**config.mk**
```make
export PLATFORM = sky130hd
export DESIGN_NAME = peak_conv_seq
export DESIGN_NICKNAME = d
export VERILOG_FILES = /design/src/rtl/pkseq_pkg.sv /design/src/rtl/pkseq_timer.sv /design/src/rtl/pkseq_fsm.sv /design/src/rtl/pkseq_capture.sv /design/src/rtl/peak_conv_seq.sv
export SDC_FILE = /design/constraint.sdc
export NUM_CORES = 1
export LEC_CHECK = 0
export BUFFER_PORTS_ARGS = -buffer_cell sky130_fd_sc_hd__buf_4
export CORE_ASPECT_RATIO = 0.7
export CORE_UTILIZATION = 55
export DETAILED_ROUTE_END_ITERATION = 7
export PLACE_DENSITY_LB_ADDON = 0.05
export SYNTH_ARGS = -nofsm -noshare
export SYNTH_HDL_FRONTEND = slang
export SYNTH_SLANG_ARGS = --single-unit
```
**constraint.sdc**
```tcl
create_clock -name clk -period 5.8 [get_ports clk]
set_clock_uncertainty 0.1 [all_clocks]
set_input_delay 0.29 -clock clk [delete_from_list [all_inputs] [get_ports clk]]
set_output_delay 0.29 -clock clk [all_outputs]
set_load 0.02 [all_outputs]
```
**src/rtl/pkseq_pkg.sv**
```systemverilog
package pkseq_pkg;
   typedef enum logic [2:0] {
      PH_IDLE   = 3'd0,
      PH_ACQ    = 3'd1,
      PH_SETTLE = 3'd2,
      PH_START  = 3'd3,
      PH_CONV   = 3'd4,
      PH_CLEAR  = 3'd5
   } phase_t;

   function automatic int max3(input int a, input int b, input int c);
      int m;
      m = (a > b) ? a : b;
      return (m > c) ? m : c;
   endfunction
endpackage

```
**src/rtl/pkseq_timer.sv**
```systemverilog
module pkseq_timer #(
   parameter int CNT_W = 8
) (
   input  logic             clk,
   input  logic             rst_n,
   input  logic             restart,
   input  logic [CNT_W-1:0] limit,
   output logic             expired
);
   logic [CNT_W-1:0] cnt_q;

   always_ff @(posedge clk or negedge rst_n) begin
      if (!rst_n)         cnt_q <= '0;
      else if (restart)   cnt_q <= '0;
      else if (!expired)  cnt_q <= cnt_q + 1'b1;
   end

   assign expired = (cnt_q == limit - 1'b1);
endmodule

```
**src/rtl/pkseq_fsm.sv**
```systemverilog
module pkseq_fsm
   import pkseq_pkg::*;
(
   input  logic   clk,
   input  logic   rst_n,
   input  logic   gate_i,
   input  logic   peak_i,
   input  logic   adc_done_i,
   input  logic   tmr_exp,
   output phase_t phase_q,
   output logic   phase_chg
);
   phase_t phase_d;
   logic   gate_q;
   logic   gate_rise;

   always_ff @(posedge clk or negedge rst_n) begin
      if (!rst_n) begin
         phase_q <= PH_IDLE;
         gate_q  <= 1'b0;
      end else begin
         phase_q <= phase_d;
         gate_q  <= gate_i;
      end
   end

   assign gate_rise = gate_i & ~gate_q;

   always_comb begin
      phase_d = phase_q;
      unique case (phase_q)
         PH_IDLE:   if (gate_rise) phase_d = PH_ACQ;
         PH_ACQ: begin
            if (peak_i)       phase_d = PH_SETTLE;
            else if (!gate_i) phase_d = PH_CLEAR;
         end
         PH_SETTLE: if (tmr_exp) phase_d = PH_START;
         PH_START:  phase_d = PH_CONV;
         PH_CONV:   if (adc_done_i || tmr_exp) phase_d = PH_CLEAR;
         PH_CLEAR:  if (tmr_exp) phase_d = PH_IDLE;
         default:   phase_d = PH_IDLE;
      endcase
   end

   assign phase_chg = (phase_d != phase_q);
endmodule

```
**src/rtl/pkseq_capture.sv**
```systemverilog
module pkseq_capture #(
   parameter int DATA_W = 12
) (
   input  logic              clk,
   input  logic              rst_n,
   input  logic              take,
   input  logic [DATA_W-1:0] din,
   output logic              valid,
   output logic [DATA_W-1:0] dout
);
   always_ff @(posedge clk or negedge rst_n) begin
      if (!rst_n) begin
         valid <= 1'b0;
         dout  <= '0;
      end else begin
         valid <= take;
         if (take) dout <= din;
      end
   end
endmodule

```
**src/rtl/peak_conv_seq.sv**
```systemverilog
module peak_conv_seq
   import pkseq_pkg::*;
#(
   parameter int DATA_W       = 12,
   parameter int SETTLE_CYC   = 16,
   parameter int CLEAR_CYC    = 8,
   parameter int CONV_TIMEOUT = 240
) (
   input  logic              clk,
   input  logic              rst_n,
   input  logic              gate_i,
   input  logic              peak_i,
   input  logic              adc_done_i,
   input  logic [DATA_W-1:0] adc_data_i,
   output logic              adc_start_o,
   output logic              hold_o,
   output logic              discharge_o,
   output logic              busy_o,
   output logic              valid_o,
   output logic [DATA_W-1:0] data_o
);
   localparam int MAX_CYC = max3(SETTLE_CYC, CLEAR_CYC, CONV_TIMEOUT);
   localparam int CNT_W   = $clog2(MAX_CYC + 1);

   if (SETTLE_CYC < 1 || CLEAR_CYC < 1 || CONV_TIMEOUT < 1) begin : g_bad_cyc
      $error("peak_conv_seq: phase lengths must be at least one cycle");
   end
   if (DATA_W < 1) begin : g_bad_w
      $error("peak_conv_seq: DATA_W must be positive");
   end

   phase_t           phase;
   logic             phase_chg;
   logic             tmr_exp;
   logic [CNT_W-1:0] limit;

   pkseq_fsm u_fsm (
      .clk        (clk),
      .rst_n      (rst_n),
      .gate_i     (gate_i),
      .peak_i     (peak_i),
      .adc_done_i (adc_done_i),
      .tmr_exp    (tmr_exp),
      .phase_q    (phase),
      .phase_chg  (phase_chg)
   );

   always_comb begin
      unique case (phase)
         PH_SETTLE: limit = CNT_W'(SETTLE_CYC);
         PH_CONV:   limit = CNT_W'(CONV_TIMEOUT);
         PH_CLEAR:  limit = CNT_W'(CLEAR_CYC);
         default:   limit = CNT_W'(1);
      endcase
   end

   pkseq_timer #(.CNT_W(CNT_W)) u_tmr (
      .clk     (clk),
      .rst_n   (rst_n),
      .restart (phase_chg),
      .limit   (limit),
      .expired (tmr_exp)
   );

   pkseq_capture #(.DATA_W(DATA_W)) u_cap (
      .clk   (clk),
      .rst_n (rst_n),
      .take  ((phase == PH_CONV) && adc_done_i),
      .din   (adc_data_i),
      .valid (valid_o),
      .dout  (data_o)
   );

   assign hold_o      = (phase == PH_SETTLE) || (phase == PH_START) || (phase == PH_CONV);
   assign adc_start_o = (phase == PH_START);
   assign discharge_o = (phase == PH_CLEAR);
   assign busy_o      = (phase != PH_IDLE);
endmodule

```
==> metrics, run 1 <==
DIE AREA 2590 µm²; Area after DPL around 1600 µm²; Comb pwr share 0.543; CTS Buf Count 3; CTS tree yes; final period utilization 0.384; global-route wire length before repair 4.15 mm; chip width 60.4 µm; Tot Pwr about 810 µW; DRT Pass-1 Iters 4; Hold-fix buffers, CTS 2; clk slew on worst S/H paths 0.13 ns; initial antenna violation count 0; WP data arrival around 2.3 ns; area grow syn2layout 22.8%; cts repair resizes 0; layout cells sized above 1 0.346; asr flop ratio synth 1.00; post-route minimum period 2.23 ns; power density over the cells 504 nW/µm²; pre-CTS worst setup slack 3.64 ns; vias in the first global route ~960; share of the synthesized area in the top cell type 0.476; port bufs 33; main flop type after synthesis dfrtp_1; max-cap viol count 0; Pins Over Slew Limit 0; PnR worst setup slack 3.57 ns; HPWL Detailed 1.90 mm; final WL approximately 2.5 mm; crit path capture type register; CP Class reg2reg; Pleak 0.733 nW; FP Rows 14; Final setup violation count 0; Clock power frac 0.092; H-tree depth 1; Worst-Margin Slew 0.751 ns; Net Sw Frac 0.415; FILL cells around 180; Cell Area, Synth approximately 1300 µm²; critical path's top delay family simple AND/OR/NAND/NOR gates; Worst path max stage delay between 0.6 and 0.7 ns; synthesized instance count 123; syn_nets 141; area of the core between 2000 and 2500 µm²; # Post-CTS Setup Buffers 0; Vias/cell roughly 5.7; RSZ-0062 raised after global routing no; CTS max path bufs 2; Hold Path Class in2reg; WP data required 5.91 ns; CP cell instances nor4_1, mux2i_4, nor3_2, o211a_4, o21ba_1; Cell Count, Final, Fillers Out roughly 190; Netlist cell types 37; Pint 476 µW; Initial Utilization 0.596; Slowest-stage cell, CP nor4_1; Yosys top cell by area dfrtp_1; synth warn 0; clock sinks 25; synth top area cells dfrtp_1, mux2_2, nor2_1; Root Buffer clkbuf_4; Synth Register Bits 25; Critical Path Source Type register; insertion delay to the later sink of the worst-skew pair 0.31 ns; gr usage total 0.219; Buf/Inv on CP 0; slew margin rel. 0.495; peak supply drop about 280 µV; Fin. Hold Viols 0; I/O pin cnt 34; DR WL/cell 13.5 µm; Die Ht 42.9 µm; Reg power frac 0.365; register area share after synthesis 0.476; Syn Area/Cell 10.7 µm²; # DRC 0; worst-path fanout max 8; EDFF count, synth 0; Fmax achieved between 0.4 and 0.5 GHz; # diodes 0; total grt overflow 0; GP Congestion around 0.85; Total Nets Final 175; Switching Power 338 µW; Detail Route Antenna Nets 0; final instance area 1620 µm²; via count between 1,000 and 1,500; Setup TNS Final 0 ns; Cells after DPL 182; drt first-iter violations 44; pin count of the biggest net entering global routing 26; status finished clean
metal layers:
layer,GRT usage,up-vias,routed length (µm)
met5,0,-,0
met4,0.0591,0,13
met3,0.0549,2,166
met2,0.323,42,1170
met1,0.321,511,1200
li1,-,510,-
power groups by stage:
stage	clock, mW	combinational, mW	sequential [mW]
global route	0.0823	0.477	0.309
finish	0.0747	0.442	0.297
CTS	0.0781	0.443	0.296
floorplan	0	0.275	0.328
detailed placement	0	0.441	0.299
global placement	0	0.434	0.295
state kept, by name, summed over array words and instances, names as in the netlist:
| name | count |
|---|---|
| u_fsm.gate_q | 1 |
| u_fsm.phase_q | 3 |
| u_cap.valid | 1 |
| u_tmr.cnt_q | 8 |
| u_cap.dout | 12 |
per-stage QoR:
| step | hold slack (ns) | util |
|---|---|---|
| finish | 0.0987 | 0.732 |
| global route | 0.0846 | 0.732 |
| CTS | 0.0901 | 0.732 |
| detailed placement | 0.107 | 0.711 |
| global placement | 0.108 | 0.711 |
| floorplan | -0.106 | - |
cells by family (layout without fill, tap and decap cells):
logic type,after synthesis,after routing,share of synthesized area
buffers and inverters,9,42,0.0343
multiplexers,14,14,0.128
adder cells (fa/ha/maj),1,1,0.00951
XOR/XNOR,4,4,0.0266
AND/OR/NAND/NOR,43,43,0.185
AO/OA/AOI/OAI,27,27,0.141
flip-flops,25,25,0.476
Yosys cell counts, drive strengths merged (3+ instances only):
cell type / number
nor2: 11
a211oi: 4
inv: 3
o21ai: 7
nand2: 6
nor2b: 3
mux2: 13
nand3: 4
dfrtp: 25
a21oi: 8
buf: 4
nor3b: 3
area by class of cell:
type | count | area, µm² | area share
multi-input combinational | 89 | 644 | 0.399
sequential | 25 | 626 | 0.387
timing repair buffer | 35 | 268 | 0.166
tap | 32 | 40.0 | 0.0248
clock buffer | 4 | 26.3 | 0.0163
inverter | 3 | 11.3 | 0.00697
worst reg2reg max path: stages, from the launching register on:
cell	delay [ns]
dfrtp_1	0.45
nor4_1	0.69
mux2i_4	0.21
nor3_2	0.28
o211a_4	0.25
o21ba_1	0.15
path summary, 6_finish.rpt:
check / startpoint / endpoint / slack [ns] / cells after the start
max reg2reg: u_tmr.cnt_q[4]$_DFFE_PN0P_ / u_tmr.cnt_q[0]$_DFFE_PN0P_ / 3.57 / 5
min in group asynchronous: rst_n / u_tmr.cnt_q[7]$_DFFE_PN0P_ / 0.30 / 2
min reg2reg: u_cap.dout[3]$_DFFE_PN0P_ / u_cap.dout[3]$_DFFE_PN0P_ / 0.42 / 1
max in group asynchronous: rst_n / u_tmr.cnt_q[0]$_DFFE_PN0P_ / 5.07 / 2
min: adc_data_i[5] / u_cap.dout[5]$_DFFE_PN0P_ / 0.1 / 2
max: u_tmr.cnt_q[4]$_DFFE_PN0P_ / u_tmr.cnt_q[0]$_DFFE_PN0P_ / 3.57 / 5
cells in the final DEF, fill, tap and decap left out, drive strengths merged:
| cell type | Yosys | final |
|---|---|---|
| a211o | 1 | 1 |
| o211a | 1 | 1 |
| and4b | 1 | 1 |
| o22ai | 1 | 1 |
| or4 | 2 | 2 |
| a21o | 1 | 1 |
| a21oi | 8 | 8 |
| inv | 3 | 3 |
| o21ai | 7 | 7 |
| nor4 | 2 | 2 |
| nor2b | 3 | 3 |
| clkbuf | 2 | 4 |
| nand2b | 2 | 2 |
| xnor2 | 2 | 2 |
| nand2 | 6 | 6 |
| buf | 4 | 33 |
| dlygate4sd3 | 0 | 2 |
| nand4b | 1 | 1 |
| o211ai | 1 | 1 |
| a2111oi | 1 | 1 |
| nor3b | 3 | 3 |
| dfrtp | 25 | 25 |
| o21ba | 1 | 1 |
| nor3 | 2 | 2 |
| and3 | 2 | 2 |
| or3 | 2 | 2 |
| o21a | 1 | 1 |
| ha | 1 | 1 |
| nand3b | 1 | 1 |
| xor2 | 2 | 2 |
| mux2i | 1 | 1 |
| nand3 | 4 | 4 |
| a211oi | 4 | 4 |
| or3b | 1 | 1 |
| mux2 | 13 | 13 |
| nor2 | 11 | 11 |
No activity file was read; power rests on OpenSTA's default activity.
==> run 2, diff against run 1 <==
--- a/config.mk
+++ b/config.mk
@@ -7,7 +7,7 @@
 export LEC_CHECK = 0
 export BUFFER_PORTS_ARGS = -buffer_cell sky130_fd_sc_hd__buf_4
 export CORE_ASPECT_RATIO = 0.7
-export CORE_UTILIZATION = 55
+export CORE_UTILIZATION = 46
 export DETAILED_ROUTE_END_ITERATION = 7
 export PLACE_DENSITY_LB_ADDON = 0.05
 export SYNTH_ARGS = -nofsm -noshare
==> constraint.sdc (replaced) <==
create_clock -name clk -period 2 [get_ports clk]
set_clock_uncertainty 0.1 [all_clocks]
set_input_delay 0.1 -clock clk [delete_from_list [all_inputs] [get_ports clk]]
set_output_delay 0.1 -clock clk [all_outputs]
set_load 0.02 [all_outputs]
==> metrics, run 2 (synthesis results as in run 1) <==
drt first-iter violations around 40; GP Congestion 0.828; I/O pin cnt 34; Critical Path Source Type register; insertion delay to the later sink of the worst-skew pair 0.27 ns; status finished clean; Worst path max stage delay 0.49 ns; CTS max path bufs 2; Pleak 0.867 nW; power density over the cells 1430 nW/µm²; area of the core 2590 µm²; area grow syn2layout 43.6%; post-route minimum period 1.93 ns; Worst-Margin Slew roughly 0.58 ns; worst-path fanout max 5; Pint about 1.6 mW; Hold Path Class in2async; vias in the first global route 1,083; CP Class reg2reg; Die Ht 46.7 µm; crit path capture type register; # diodes 0; Area after DPL around 1700 µm²; Initial Utilization 0.508; HPWL Detailed 2.01 mm; max-cap viol count 0; CTS tree yes; final instance area 1890 µm²; DR WL/cell 13.8 µm; most frequent cells in the layout buf_4, dfrtp_1, dlygate4sd3_1, mux2_2, nor2_1; Final setup violation count 0; Layout Utilization 0.729; DRT Pass-1 Iters 4; Vias/cell 5.38; H-tree depth 1; # DRC 0; Biggest register u_cap.dout; Fin. Hold Viols 0; most common cell after layout, fill and taps aside buf_4; Buf/Inv on CP 0; layout cells sized above 1 0.390; largest registers u_cap.dout: 12 flops, u_tmr.cnt_q: 8 flops, u_fsm.phase_q: 3 flops; CTS Buf Count 3; initial antenna violation count 0; global-route wire length before repair 4.81 mm; PnR worst setup slack 0.0678 ns; Reg power frac 0.290; Tot Pwr 2.69 mW; pin count of the biggest net entering global routing 26; Total Nets Final 201; Root Buffer clkbuf_8; Slowest-stage cell, CP or4_1; CP cell instances or4_1, or3_1, o21a_2, nor4_4, o21ba_1; chip width between 60 and 70 µm; Clock power frac 0.118; Net Sw Frac 0.408; clock sinks 25; Pins Over Slew Limit 0; Fmax achieved roughly 0.52 GHz; critical path's top delay family simple AND/OR/NAND/NOR gates; FP Rows 15; slew margin rel. 0.612; Comb pwr share 0.592; DIE AREA 3080 µm²; total grt overflow 0; gr usage total 0.215; Switching Power 1.10 mW; final period utilization 0.966; via count 1,161; max reg flops 12; port bufs 33; peak supply drop 966 µV; final WL 2.99 mm; pre-CTS worst setup slack 0.0247 ns; Setup TNS Final 0 ns; clk slew on worst S/H paths 0.09 ns; Detail Route Antenna Nets 0; WP data arrival 2.05 ns; WP data required between 2 and 2.5 ns
-- run 2: what timing repair did --
item / in CTS / in global routing
hold buffers: 15 / 0
hold endpoints to repair: 39 / 0
setup endpoints to repair: 0 / 6
buffers inserted: 0 / 1
resized for setup: 0 / 4
-- run 2: layer usage --
metal	wire length, µm	track usage
met3	163	0.0704
met4	33	0.0565
met5	0	0
met2	1510	0.396
met1	1280	0.248
-- run 2: layout make-up --
class	count	area [µm²]
inverter	3	11.3
multi-input combinational	89	663
timing repair buffer	61	495
clock inverter	1	8.76
clock buffer	3	41.3
sequential	25	626
fill	176	702
tap	34	42.5
-- run 2: metrics by stage --
step	std cells	hold slack [ns]
after global routing	216	0.197
after detailed placement	196	-0.0786
after global placement	196	-0.0853
final	216	0.155
after floorplan	123	-0.296
after CTS	215	0.174
-- run 2: path summary, 6_finish.rpt --
kind | start | to | slack [ns] | cells after the start
hold reg to reg | u_cap.dout[6]$_DFFE_PN0P_ | u_cap.dout[6]$_DFFE_PN0P_ | 0.42 | 1
setup / recovery | u_tmr.cnt_q[0]$_DFFE_PN0P_ | u_tmr.cnt_q[0]$_DFFE_PN0P_ | 0.07 | 5
max in group asynchronous | rst_n | u_fsm.phase_q[0]$_DFF_PN0_ | 1.40 | 2
min in group clk | adc_done_i | u_cap.valid$_DFF_PN0_ | 0.21 | 3
setup reg to reg | u_tmr.cnt_q[0]$_DFFE_PN0P_ | u_tmr.cnt_q[0]$_DFFE_PN0P_ | 0.07 | 5
hold / removal | rst_n | u_cap.dout[6]$_DFFE_PN0P_ | 0.16 | 2
-- run 2: power groups by stage --
stage / Combinational, mW / Sequential (mW) / Clock [mW]
floorplan: 0.798 / 0.951 / 0
global placement: 1.47 / 0.774 / 0
detailed placement: 1.50 / 0.786 / 0
CTS: 1.53 / 0.781 / 0.326
global route: 1.72 / 0.802 / 0.343
finish: 1.60 / 0.780 / 0.318
-- run 2: worst reg2reg max path: cells and delay by family, from the launching register on --
| kind | cells | cell delay [ns] |
|---|---|---|
| flip-flops | 1 | 0.38 |
| AND/OR/NAND/NOR | 3 | 1.07 |
| AO/OA/AOI/OAI | 2 | 0.32 |
==> run 3, diff against run 2 <==
--- a/config.mk
+++ b/config.mk
@@ -6,8 +6,10 @@
 export NUM_CORES = 1
 export LEC_CHECK = 0
 export BUFFER_PORTS_ARGS = -buffer_cell sky130_fd_sc_hd__buf_4
+export CELL_PAD_IN_SITES_DETAIL_PLACEMENT = 1
+export CELL_PAD_IN_SITES_GLOBAL_PLACEMENT = 2
 export CORE_ASPECT_RATIO = 0.7
-export CORE_UTILIZATION = 46
+export CORE_UTILIZATION = 29
 export DETAILED_ROUTE_END_ITERATION = 7
 export PLACE_DENSITY_LB_ADDON = 0.05
 export SYNTH_ARGS = -nofsm -noshare
==> metrics, run 3 (synthesis results as in run 1) <==
CTS max path bufs 2; Switching Power 1.18 mW; final instance area 2020 µm²; most common cell after layout, fill and taps aside buf_4; critical path's top delay family simple AND/OR/NAND/NOR gates; r2r worst-path depth 6; global-route wire length before repair 5.99 mm; port bufs 33; hold-critical path endpoint u_fsm.phase_q[0]$_DFF_PN0_; CTS Buf Count 3; Fmax achieved 0.515 GHz; H-tree depth 1; via count 1,172; HPWL Detailed 2.60 mm; drt first-iter violations 31; vias in the first global route between 1,000 and 1,500; Buf/Inv on CP 1; CP Class reg2reg; most frequent cells in the layout buf_4, dfrtp_1, dlygate4sd3_1, mux2_2, nor2_1; Pins Over Slew Limit 0; Critical Path Source Type register; post-route minimum period 1.94 ns; R2R Path End u_tmr.cnt_q[1]$_DFFE_PN0P_; insertion delay to the later sink of the worst-skew pair around 0.27 ns; # diodes 0; gr usage total 0.168; Worst-Margin Slew roughly 0.33 ns; RSZ-0062 raised after global routing yes; pre-CTS worst setup slack -0.0138 ns; layout cells sized above 1 0.434; power density over the cells 1450 nW/µm²; Pleak roughly 0.9 nW; area of the core between 4000 and 5000 µm²; final period utilization 0.971; Layout Utilization 0.465; final WL 3.60 mm; clock sinks 25; DRT Pass-1 Iters 2; Setup TNS Final 0 ns; Final setup violation count 0; Worst R2R Start u_tmr.cnt_q[0]$_DFFE_PN0P_; FF-to-FF setup slack 0.06 ns; Hold Crit Start adc_done_i; CTS tree yes; PnR worst setup slack 0.0580 ns; Biggest register u_cap.dout; Reg power frac 0.271; Area after DPL 1750 µm²; Pint around 1.8 mW; Initial Utilization 0.302; Root Buffer clkbuf_8; pin count of the biggest net entering global routing 26; clk slew on worst S/H paths 0.09 ns; Fin. Hold Viols 0; DIE AREA just under 5000 µm²; DR WL/cell roughly 15 µm; WP data arrival approximately 2 ns; chip width ~82 µm; max-cap viol count 0; Net Sw Frac 0.402; Vias/cell about 4.8; I/O pin cnt 34; Worst path max stage delay 0.54 ns; max reg flops 12; total grt overflow 0; Clock power frac 0.110; # DRC 0; worst-path fanout max 4; Slowest-stage cell, CP or4_4; FP Rows 20; initial antenna violation count 0; Total Nets Final 208; slew margin rel. 0.778; status finished clean; CP cell instances or4_4, or3_4, o21a_4, buf_6, o21ai_1, a21oi_1; crit path capture type register; WP data required 2.07 ns; Comb pwr share 0.619; GP Congestion 0.757; Die Ht between 50 and 60 µm; Hold Path Class in2reg; area grow syn2layout 53.9%; Detail Route Antenna Nets 0; peak supply drop 630 µV; Worst Hold Depth 4; largest registers u_cap.dout: 12 flops, u_tmr.cnt_q: 8 flops, u_fsm.phase_q: 3 flops
-- run 3: through the flow --
step	power (mW)	instances	hold WS, ns
floorplan	1.75	123	-0.296
global placement	2.41	222	-0.0742
detailed placement	2.44	222	-0.0724
CTS	2.91	242	0.162
global route	3.16	244	0.180
finish	2.94	244	0.164
-- run 3: repair_timing --
item,in CTS,in global routing
buffers inserted,1,2
cloned,0,0
endpoints found under the setup margin,1,6
endpoints found under the hold margin,39,0
resized for setup,6,8
hold buffers,15,0
pin swaps,2,5
-- run 3: per-layer routing --
metal	part of all wire	global-route usage	up-vias
li1	-	-	578
met1	0.45	0.218	568
met2	0.50	0.288	24
met3	0.037	0.0419	2
met4	0.0044	0.0226	0
met5	0	0	-
-- run 3: worst max path at each step --
stage	end	cells after the start	from
detailed placement	u_tmr.cnt_q[0]$_DFFE_PN0P_	5	u_tmr.cnt_q[0]$_DFFE_PN0P_
global route	u_fsm.phase_q[0]$_DFF_PN0_	6	u_tmr.cnt_q[0]$_DFFE_PN0P_
global placement	u_tmr.cnt_q[0]$_DFFE_PN0P_	5	u_tmr.cnt_q[0]$_DFFE_PN0P_
floorplan	u_tmr.cnt_q[0]$_DFFE_PN0P_	6	u_fsm.phase_q[0]$_DFF_PN0_
finish	u_tmr.cnt_q[1]$_DFFE_PN0P_	6	u_tmr.cnt_q[0]$_DFFE_PN0P_
CTS	u_tmr.cnt_q[0]$_DFFE_PN0P_	5	u_tmr.cnt_q[0]$_DFFE_PN0P_
-- run 3: power groups by stage --
stage	registers [mW]	clock network [mW]	logic [mW]
finish	0.798	0.322	1.82
global route	0.822	0.352	1.98
CTS	0.798	0.338	1.77
detailed placement	0.805	0	1.64
global placement	0.790	0	1.62
floorplan	0.951	0	0.798
-- run 3: layout make-up --
cell class                      count  area (µm²)
Tap cell                           55        68.8
Fill cell                         479        2330
Clock buffer                        3        41.3
Inverter                            3        11.3
Timing Repair Buffer               68         577
Multi-Input combinational cell     89         691
Clock inverter                      1        8.76
Sequential cell                    25         627
-- run 3: worst min-delay path, stage by stage --
cell,delay [ns]
buf_4,0.09
a21oi_1,0.06
nor3_1,0.13
a211o_1,0.13
